--- config.mk ---
export PLATFORM = sky130hd
export DESIGN_NAME = zc_checked_alu
export DESIGN_NICKNAME = d
export VERILOG_FILES = /design/src/rtl/zc_pkg.sv /design/src/rtl/zc_zero_count.sv /design/src/rtl/zc_datapath.sv /design/src/rtl/zc_predict.sv /design/src/rtl/zc_symgen.sv /design/src/rtl/zc_checked_alu.sv
export SDC_FILE = /design/constraint.sdc
export NUM_CORES = 1
export LEC_CHECK = 0
export ABC_AREA = 0
export ABC_CLOCK_PERIOD_IN_PS = 68600
export BUFFER_PORTS_ARGS = -buffer_cell sky130_fd_sc_hd__buf_2
export CORE_ASPECT_RATIO = 0.8
export CORE_MARGIN = 2
export CORE_UTILIZATION = 59
export CTS_CLUSTER_SIZE = 16
export DETAILED_ROUTE_END_ITERATION = 16
export MAX_ROUTING_LAYER = met4
export PLACE_DENSITY = 0.87
export SYNTH_ARGS = -nofsm -noshare
export SYNTH_HDL_FRONTEND = slang
export SYNTH_HIERARCHICAL = 1
export SYNTH_SLANG_ARGS = --single-unit
--- constraint.sdc ---
create_clock -name clk -period 68.6 [get_ports clk]
set_input_delay 13.72 -clock clk [delete_from_list [all_inputs] [get_ports clk]]
set_output_delay 13.72 -clock clk [all_outputs]
set_load 0.05 [all_outputs]
--- src/rtl/zc_pkg.sv ---
package zc_pkg;

    typedef enum logic [3:0] {
        OP_ADD  = 4'd0,
        OP_SUB  = 4'd1,
        OP_INC  = 4'd2,
        OP_DEC  = 4'd3,
        OP_AND  = 4'd4,
        OP_OR   = 4'd5,
        OP_XOR  = 4'd6,
        OP_NAND = 4'd7,
        OP_NOR  = 4'd8,
        OP_LSL  = 4'd9,
        OP_LSR  = 4'd10,
        OP_ASL  = 4'd11,
        OP_ASR  = 4'd12,
        OP_ROL  = 4'd13,
        OP_ROR  = 4'd14,
        OP_MOV  = 4'd15
    } zc_op_e;

    typedef enum logic [2:0] {
        S_IDLE    = 3'd0,
        S_EVAL    = 3'd1,
        S_WAIT    = 3'd2,
        S_DONE    = 3'd3,
        S_RECOVER = 3'd4
    } zc_state_e;

endpackage

--- src/rtl/zc_zero_count.sv ---
module zc_zero_count #(
    parameter int W  = 32,
    parameter int CW = $clog2(W + 1)
) (
    input  logic [W-1:0]  vec,
    output logic [CW-1:0] zeros
);
    always_comb begin
        zeros = '0;
        for (int i = 0; i < W; i++) begin
            zeros = zeros + CW'(!vec[i]);
        end
    end
endmodule

--- src/rtl/zc_datapath.sv ---
module zc_datapath
    import zc_pkg::*;
#(
    parameter int W = 32
) (
    input  logic [3:0]   op,
    input  logic [W-1:0] a,
    input  logic [W-1:0] b,
    output logic [W-1:0] res,
    output logic [W-1:0] carries
);
    zc_op_e       dec;
    logic [W-1:0] addend;
    logic         cin;
    logic [W:0]   c;
    logic [W-1:0] sum;

    assign dec = zc_op_e'(op);

    // Operand conditioning for the adder (datapath's own decode)
    always_comb begin
        addend = b;
        cin    = 1'b0;
        case (dec)
            OP_SUB: begin addend = ~b; cin = 1'b1; end
            OP_INC: begin addend = '0; cin = 1'b1; end
            OP_DEC: begin addend = '1; cin = 1'b0; end
            default: ;
        endcase
    end

    // Ripple chain so the full carry vector is observable
    assign c[0] = cin;
    generate
        for (genvar i = 0; i < W; i++) begin : g_ripple
            assign sum[i]   = a[i] ^ addend[i] ^ c[i];
            assign c[i+1]   = (a[i] & addend[i]) | (c[i] & (a[i] ^ addend[i]));
        end
    endgenerate
    assign carries = c[W:1];

    always_comb begin
        case (dec)
            OP_ADD, OP_SUB, OP_INC, OP_DEC: res = sum;
            OP_AND:           res = a & b;
            OP_OR:            res = a | b;
            OP_XOR:           res = a ^ b;
            OP_NAND:          res = ~(a & b);
            OP_NOR:           res = ~(a | b);
            OP_LSL, OP_ASL:   res = {a[W-2:0], 1'b0};
            OP_LSR:           res = {1'b0, a[W-1:1]};
            OP_ASR:           res = {a[W-1], a[W-1:1]};
            OP_ROL:           res = {a[W-2:0], a[W-1]};
            OP_ROR:           res = {a[0], a[W-1:1]};
            default:          res = a;
        endcase
    end
endmodule

--- src/rtl/zc_predict.sv ---
module zc_predict
    import zc_pkg::*;
#(
    parameter int W = 32,
    parameter int K = 3
) (
    input  logic [3:0]   op,
    input  logic [W-1:0] a,
    input  logic [W-1:0] b,
    input  logic [W-1:0] carries,
    output logic [K-1:0] c1
);
    localparam int          CW   = $clog2(W + 1);
    localparam logic [K-1:0] NMOD = K'(W);

    zc_op_e        dec;
    logic [CW-1:0] za, zb, z_or, z_and, z_cy;
    logic [K-1:0]  xk, yk, ork, andk, cyk, coutk, msbk, lsbk;

    assign dec = zc_op_e'(op);

    zc_zero_count #(.W(W), .CW(CW)) u_za   (.vec(a),       .zeros(za));
    zc_zero_count #(.W(W), .CW(CW)) u_zb   (.vec(b),       .zeros(zb));
    zc_zero_count #(.W(W), .CW(CW)) u_zor  (.vec(a | b),   .zeros(z_or));
    zc_zero_count #(.W(W), .CW(CW)) u_zand (.vec(a & b),   .zeros(z_and));
    zc_zero_count #(.W(W), .CW(CW)) u_zcy  (.vec(carries), .zeros(z_cy));

    // Only the low K bits matter: everything is taken mod 2^K
    assign xk    = za[K-1:0];
    assign yk    = zb[K-1:0];
    assign ork   = z_or[K-1:0];
    assign andk  = z_and[K-1:0];
    assign cyk   = z_cy[K-1:0];
    assign coutk = K'(carries[W-1]);
    assign msbk  = K'(a[W-1]);
    assign lsbk  = K'(a[0]);

    // Zeros(result) = Xc + Y'c - Cc - cin + cout for the adder,
    // where Y' is the operand actually presented to the adder.
    always_comb begin
        case (dec)
            OP_ADD:  c1 = xk + yk - cyk + coutk;
            OP_SUB:  c1 = xk + (NMOD - yk) - cyk - K'(1) + coutk;
            OP_INC:  c1 = xk + NMOD - cyk - K'(1) + coutk;
            OP_DEC:  c1 = xk - cyk + coutk;
            OP_AND:  c1 = xk + yk - ork;
            OP_OR:   c1 = xk + yk - andk;
            OP_XOR:  c1 = NMOD + xk + yk - (andk << 1);
            OP_NAND: c1 = NMOD - xk - yk + ork;
            OP_NOR:  c1 = NMOD - xk - yk + andk;
            OP_LSL, OP_ASL: c1 = xk + msbk;
            OP_LSR:  c1 = xk + lsbk;
            OP_ASR:  c1 = xk + lsbk - msbk;
            default: c1 = xk;
        endcase
    end
endmodule

--- src/rtl/zc_symgen.sv ---
module zc_symgen #(
    parameter int W    = 32,
    parameter int K    = 3,
    parameter int C2W  = $clog2(K + 1),
    parameter int SYMW = K + C2W
) (
    input  logic [W-1:0]    vec,
    output logic [SYMW-1:0] sym
);
    localparam int CW = $clog2(W + 1);

    logic [CW-1:0]  zc;
    logic [C2W-1:0] c2;

    zc_zero_count #(.W(W), .CW(CW))  u_data (.vec(vec),       .zeros(zc));
    zc_zero_count #(.W(K), .CW(C2W)) u_chk  (.vec(zc[K-1:0]), .zeros(c2));

    assign sym = {zc[K-1:0], c2};
endmodule

--- src/rtl/zc_checked_alu.sv ---
module zc_checked_alu
    import zc_pkg::*;
#(
    parameter int DATA_W     = 32,
    parameter int CHK_K      = 3,
    parameter int WDOG_LIMIT = 6
) (
    input  logic                                      clk,
    input  logic                                      rst_n,
    input  logic                                      start,
    input  logic [3:0]                                opcode,
    input  logic [DATA_W-1:0]                         op_x,
    input  logic [DATA_W-1:0]                         op_y,
    input  logic [DATA_W-1:0]                         fault_mask,
    output logic [DATA_W-1:0]                         result,
    output logic [CHK_K+$clog2(CHK_K+1)-1:0]          res_sym,
    output logic                                      done,
    output logic                                      err,
    output logic                                      wdog_rst
);
    localparam int C2W   = $clog2(CHK_K + 1);
    localparam int SYMW  = CHK_K + C2W;
    localparam int CNT_W = $clog2(WDOG_LIMIT + 1);

    zc_state_e         state, state_nxt;
    logic [3:0]        op_q;
    logic [DATA_W-1:0] x_q, y_q;
    logic [DATA_W-1:0] dp_res, dp_carries, seen_res;
    logic [CHK_K-1:0]  c1_pred;
    logic [C2W-1:0]    c2_pred;
    logic [SYMW-1:0]   sym_pred, sym_act;
    logic              mismatch;
    logic [CNT_W-1:0]  wait_cnt;
    logic [DATA_W-1:0] res_q;
    logic [SYMW-1:0]   sym_q;
    logic              err_q;
    logic              evaluating;

    // Datapath and predictor decode the held opcode independently
    zc_datapath #(.W(DATA_W)) u_dp (
        .op(op_q), .a(x_q), .b(y_q), .res(dp_res), .carries(dp_carries)
    );

    zc_predict #(.W(DATA_W), .K(CHK_K)) u_pred (
        .op(op_q), .a(x_q), .b(y_q), .carries(dp_carries), .c1(c1_pred)
    );

    zc_zero_count #(.W(CHK_K), .CW(C2W)) u_pred_c2 (
        .vec(c1_pred), .zeros(c2_pred)
    );
    assign sym_pred = {c1_pred, c2_pred};

    // Fault injection sits between datapath and generator
    assign seen_res = dp_res ^ fault_mask;

    zc_symgen #(.W(DATA_W), .K(CHK_K), .C2W(C2W), .SYMW(SYMW)) u_gen (
        .vec(seen_res), .sym(sym_act)
    );

    assign mismatch   = (sym_pred != sym_act);
    assign evaluating = (state == S_EVAL) || (state == S_WAIT);

    // State register
    always_ff @(posedge clk or negedge rst_n) begin
        if (!rst_n) state <= S_IDLE;
        else        state <= state_nxt;
    end

    // Next-state logic
    always_comb begin
        state_nxt = state;
        unique case (state)
            S_IDLE:    if (start) state_nxt = S_EVAL;
            S_EVAL:    state_nxt = mismatch ? S_WAIT : S_DONE;
            S_WAIT: begin
                if (!mismatch)
                    state_nxt = S_DONE;
                else if (wait_cnt == CNT_W'(WDOG_LIMIT - 1))
                    state_nxt = S_RECOVER;
            end
            S_DONE:    state_nxt = S_IDLE;
            S_RECOVER: state_nxt = S_IDLE;
            default:   state_nxt = S_IDLE;
        endcase
    end

    // Operand capture, evaluation results and retry counter
    always_ff @(posedge clk or negedge rst_n) begin
        if (!rst_n) begin
            op_q     <= '0;
            x_q      <= '0;
            y_q      <= '0;
            res_q    <= '0;
            sym_q    <= '0;
            err_q    <= 1'b0;
            wait_cnt <= '0;
        end else begin
            if (state == S_IDLE && start) begin
                op_q <= opcode;
                x_q  <= op_x;
                y_q  <= op_y;
            end
            if (evaluating) begin
                res_q <= seen_res;
                sym_q <= sym_act;
                err_q <= mismatch;
            end else if (state == S_RECOVER) begin
                err_q <= 1'b0;
            end
            if (state == S_EVAL)
                wait_cnt <= '0;
            else if (state == S_WAIT && mismatch)
                wait_cnt <= wait_cnt + CNT_W'(1);
        end
    end

    // Outputs
    always_comb begin
        result   = res_q;
        res_sym  = sym_q;
        err      = err_q;
        done     = (state == S_DONE);
        wdog_rst = (state == S_RECOVER);
    end
endmodule

==> impl_metrics.tcl, run 1 <==
set metrics [dict create \
    status "completed" \
    insertion_delay_ps 370 \
    maxCapViolations 0 \
    rows 53 \
    portBuffers 142 \
    yosys_warnings 6 \
    hold_buffers 0 \
    worst-endpoint-required_ps 68850 \
    grt_start_max_net_pins 84 \
    cts_tree "done" \
    first_pass_iters 6 \
    grt_util_all_layers_pct 36.5 \
    pin_count 143 \
    reg2reg_depth 67 \
    dieArea_sq_um 27600 \
    cts_made_buffers 9 \
    max_stage_delay_ps 950 \
    max_freq_ghz 0.0420 \
    setup_tns_ps 0 \
    dp_hpwl_um 35600 \
    path_class "reg -> reg" \
    grt_pass1_wl_um 72600 \
    cts_resized 0 \
    hp-class "reg -> reg" \
    crit_arrival_ps 24070 \
    coreArea_sq_um 26100 \
    drive_gt1_share_pct 19.3 \
    timing.final.crit_period_ps 23810 \
    h-tree-depth 3 \
    cts_root_buf "clkbuf_16" \
    syn_area_per_cell_sq_um 9.56 \
    place_ws_ps 45090 \
    nFillCells 2107 \
    cp-end-kind "register" \
    fin_nets 2110 \
    wire_per_inst_um 23.0 \
    relSlewSlack_pct 23.7 \
    worstMarginPinSlew_ps 1140 \
    place_inst 2054 \
    gp_congestion 1.02 \
    drtAntennaViolNets 0 \
    rsz0062_at_grt "no" \
    hold_depth 1 \
    crit_fanout 77 \
    hold_viol_final 0 \
    die_y_um 149 \
    area_growth_pct 7.01 \
    finalSetupViolCount 0 \
    slew_viol_final 0 \
    postSynthNetCount 2025 \
    grt_pass1_vias 12400 \
    clk_pin_slew_ps 80 \
    gr-total-overflow 0 \
    cpMostUsedCell "fa_1" \
    syn_area_sq_um 15500 \
    clkSinkCount 112 \
    instances_no_fill 2068 \
    drc 0 \
    via_per_inst 6.13 \
    start_kind "register" \
    skew_ps 10.2 \
    dr.first_iter.drc_count 1484 \
    antenna_cells 0 \
    period_share_pct 34.7 \
    worst_slack_ps 44790 \
    multiInputGateArea_sq_um 10900 \
    die_w_um 185 \
    cp_slowest_cell "dfrtp_4" \
    seq_area_sq_um 2810 \
    routed_wl_um 47500 \
    post_cts_buffers 0 \
    antenna_found_initial 1 \
    clk_path_buf_depth 2 \
    initial_core_util_pct 59.5 \
    syn_inst 1623 \
    num_vias 12700 \
]
flip-flops by register name, indices dropped and copies added, names as in the netlist:
name and cells:
wait_cnt 3, x_q 32, result 32, y_q 32
op_q 4, err 1, state 3, res_sym 5
layout by cell type, fill, tap and decap left out, drive strengths merged, types with 6 or more instances in the layout:
cell	n
and3	6
a211oi	20
o21ai	63
nor3	6
nand2	58
inv	335
clkbuf	11
or2	35
a21oi	46
fa	186
a32oi	11
dfrtp	112
and2	36
nand3b	6
mux2i	22
nor3b	9
mux2	109
a22oi	34
xnor2	13
o22ai	28
nand2b	31
o22a	39
o211ai	24
a31oi	13
nand3	13
buf	162
nor2	51
ha	113
xnor3	7
nor2b	20
o221ai	7
xor2	43
path summary, 6_finish.rpt:
kind / start / endpoint / slack, ps
min reg2reg: result[16]$_DFFE_PN0P_ / result[16]$_DFFE_PN0P_ / 500
max in group asynchronous: rst_n / op_q[0]$_DFFE_PN0P_ / 53850
max reg2reg: op_q[0]$_DFFE_PN0P_ / wait_cnt[2]$_DFFE_PN0P_ / 44790
min in group asynchronous: rst_n / wait_cnt[0]$_DFFE_PN0P_ / 13350
min: result[16]$_DFFE_PN0P_ / result[16]$_DFFE_PN0P_ / 500
max: op_q[0]$_DFFE_PN0P_ / wait_cnt[2]$_DFFE_PN0P_ / 44790
metrics by stage:
step	util [%]	hold WS, ps	area (sq um)
after floorplan	-	533	15500
after global placement	62.6	484	16300
after detailed placement	62.6	490	16300
after CTS	63.7	507	16600
after global routing	63.7	517	16600
final	63.7	504	16600
cell type report:
cell class,count,share of cell area (%)
Clock inverter,3,0.264
Multi-Input combinational cell,1089,65.9
Timing Repair Buffer,162,5.20
Sequential cell,112,16.9
Tap cell,357,2.69
Inverter,334,7.55
Clock buffer,11,1.46
metal layers:
layer / up-vias / GRT usage, % / part of all wire [%]
met5: - / - / 0
met4: 0 / 13.3 / 4.2
met3: 162 / 7.23 / 11
met2: 795 / 52.1 / 43
met1: 6262 / 51.8 / 41
li1: 5456 / - / -
worst max-delay path: cells and delay by family, from the launching register on:
kind            cells  cell delay, ps
fa+ha+maj          42           18790
flops               1             950
xor+xnor            3             480
compound gates      5            1170
simple gates        5            1330
buf+inv            12             980
Power of run 1 is left out: the tool's default activity adds up to more than one toggle a clock period on the data nets, which glitch-free logic cannot reach.
==> inputs of run 2 (changes only) <==
--- a/config.mk
+++ b/config.mk
@@ -6,7 +6,7 @@
 export NUM_CORES = 1
 export LEC_CHECK = 0
 export ABC_AREA = 0
-export ABC_CLOCK_PERIOD_IN_PS = 68600
+export ABC_CLOCK_PERIOD_IN_PS = 22800
 export BUFFER_PORTS_ARGS = -buffer_cell sky130_fd_sc_hd__buf_2
 export CORE_ASPECT_RATIO = 0.8
 export CORE_MARGIN = 2
==> constraint.sdc (replaced) <==
create_clock -name clk -period 22.8 [get_ports clk]
set_input_delay 4.56 -clock clk [delete_from_list [all_inputs] [get_ports clk]]
set_output_delay 4.56 -clock clk [all_outputs]
set_load 0.05 [all_outputs]
==> impl_metrics.tcl, run 2 (synthesis gave the netlist of run 1 again) <==
set metrics [dict create \
    path_class "reg -> reg" \
    mostFrequentLayoutCell "inv_1" \
    timing.final.crit_period_ps 21820 \
    reg2reg_depth 67 \
    crit_fanout 9 \
    pin_count 143 \
    slew_viol_final 0 \
    die_y_um 149 \
    grt_pass1_vias 12200 \
    rows 53 \
    max_stage_delay_ps 590 \
    grt_pass1_wl_um 72400 \
    antenna_found_initial 0 \
    initial_core_util_pct 59.5 \
    cp-end-kind "register" \
    wire_per_inst_um 23.0 \
    max_freq_ghz 0.0458 \
    start_kind "register" \
    area_growth_pct 7.96 \
    cp_slowest_cell "fa_1" \
    cts_root_buf "clkbuf_16" \
    maxCapViolations 0 \
    hold_viol_final 0 \
    finalSetupViolCount 0 \
    cts_tree "done" \
    drc 0 \
    drive_gt1_share_pct 20.6 \
    drtAntennaViolNets 0 \
    clkSinkCount 112 \
    antenna_cells 0 \
    cpMostUsedCell "fa_1" \
    gp_congestion 0.980 \
    first_pass_iters 6 \
    via_per_inst 6.08 \
    routed_wl_um 47900 \
    dr.first_iter.drc_count 1632 \
    coreArea_sq_um 26100 \
    whs_ps 502 \
    nFillCells 2132 \
    clk_path_buf_depth 2 \
    relSlewSlack_pct 23.1 \
    rrSetupSlack_ps 980 \
    worst-endpoint-required_ps 23050 \
    dp_hpwl_um 36900 \
    h-tree-depth 3 \
    seq_area_sq_um 2810 \
    worstMarginPinSlew_ps 1140 \
    die_w_um 185 \
    dieArea_sq_um 27600 \
    status "completed" \
    insertion_delay_ps 380 \
    crit_arrival_ps 22080 \
    multiInputGateArea_sq_um 11000 \
    cts_made_buffers 9 \
    hp-class "reg -> reg" \
    portBuffers 142 \
    gr-total-overflow 0 \
    grt_util_all_layers_pct 36.5 \
    num_vias 12600 \
    skew_ps 9.66 \
    grt_start_max_net_pins 76 \
    clk_pin_slew_ps 90 \
    hold_depth 1 \
    layout_common_cells "inv_1 (333), fa_1 (178), buf_2 (141)" \
    period_share_pct 95.7 \
    fin_nets 2119 \
    rsz0062_at_grt "no" \
]
## run 2: changes by cell type in the layout (fill, tap and decap cells not counted), sizes merged
cell    delta
clkinv     +4
buf        +9
clkbuf     -2
## run 2: layout make-up
type / instances / area share (%)
inverter: 334 / 7.48
sequential: 112 / 16.8
multi-input combinational: 1089 / 65.6
clock buffer: 9 / 1.34
timing repair buffer: 171 / 5.56
tap: 357 / 2.67
clock inverter: 7 / 0.553
## run 2: worst max-delay path, delay by kind of cell (launching register included)
family	cells	cell delay, ps
AND/OR/NAND/NOR	5	910
XOR/XNOR	3	460
flip-flops	1	420
buffers and inverters	12	980
AO/OA/AOI/OAI	5	860
adder cells (fa/ha/maj)	42	18080
## run 2: layer usage
layer,vias up,part of all wire (%),global-route usage (%)
met5,-,0,-
met4,0,5.0,15.6
met3,145,10,6.54
met2,738,43,51.5
met1,6285,42,51.7
li1,5474,-,-
## run 2: repair_timing
| item | in CTS | in global routing |
|---|---|---|
| pin swaps | 0 | 3 |
| gates resized for setup | 1 | 13 |
| setup buffers | 0 | 1 |
| setup endpoints to repair | 3 | 7 |
| hold buffers | 0 | 0 |
## run 2: through the flow
stage               instances  cell area, sq um  TNS (ps)  setup WS (ps)  util (%)
floorplan                1623             15500         0           1090         -
global placement         2062             16400         0            323      62.9
detailed placement       2062             16400    -0.748         -0.748      62.9
CTS                      2078             16700         0           61.9      64.1
global route             2079             16800         0           74.3      64.3
finish                   2079             16800         0            977      64.3
## run 2: worst paths after layout
check                                  startpoint                 endpoint
max                           op_q[1]$_DFFE_PN0P_  wait_cnt[0]$_DFFE_PN0P_
min                        result[24]$_DFFE_PN0P_   result[24]$_DFFE_PN0P_
max reg2reg                   op_q[1]$_DFFE_PN0P_  wait_cnt[0]$_DFFE_PN0P_
min reg2reg                result[24]$_DFFE_PN0P_   result[24]$_DFFE_PN0P_
max in group asynchronous                   rst_n      op_q[0]$_DFFE_PN0P_
min in group asynchronous                   rst_n  wait_cnt[0]$_DFFE_PN0P_
Power of run 2 is left out for the same reason.
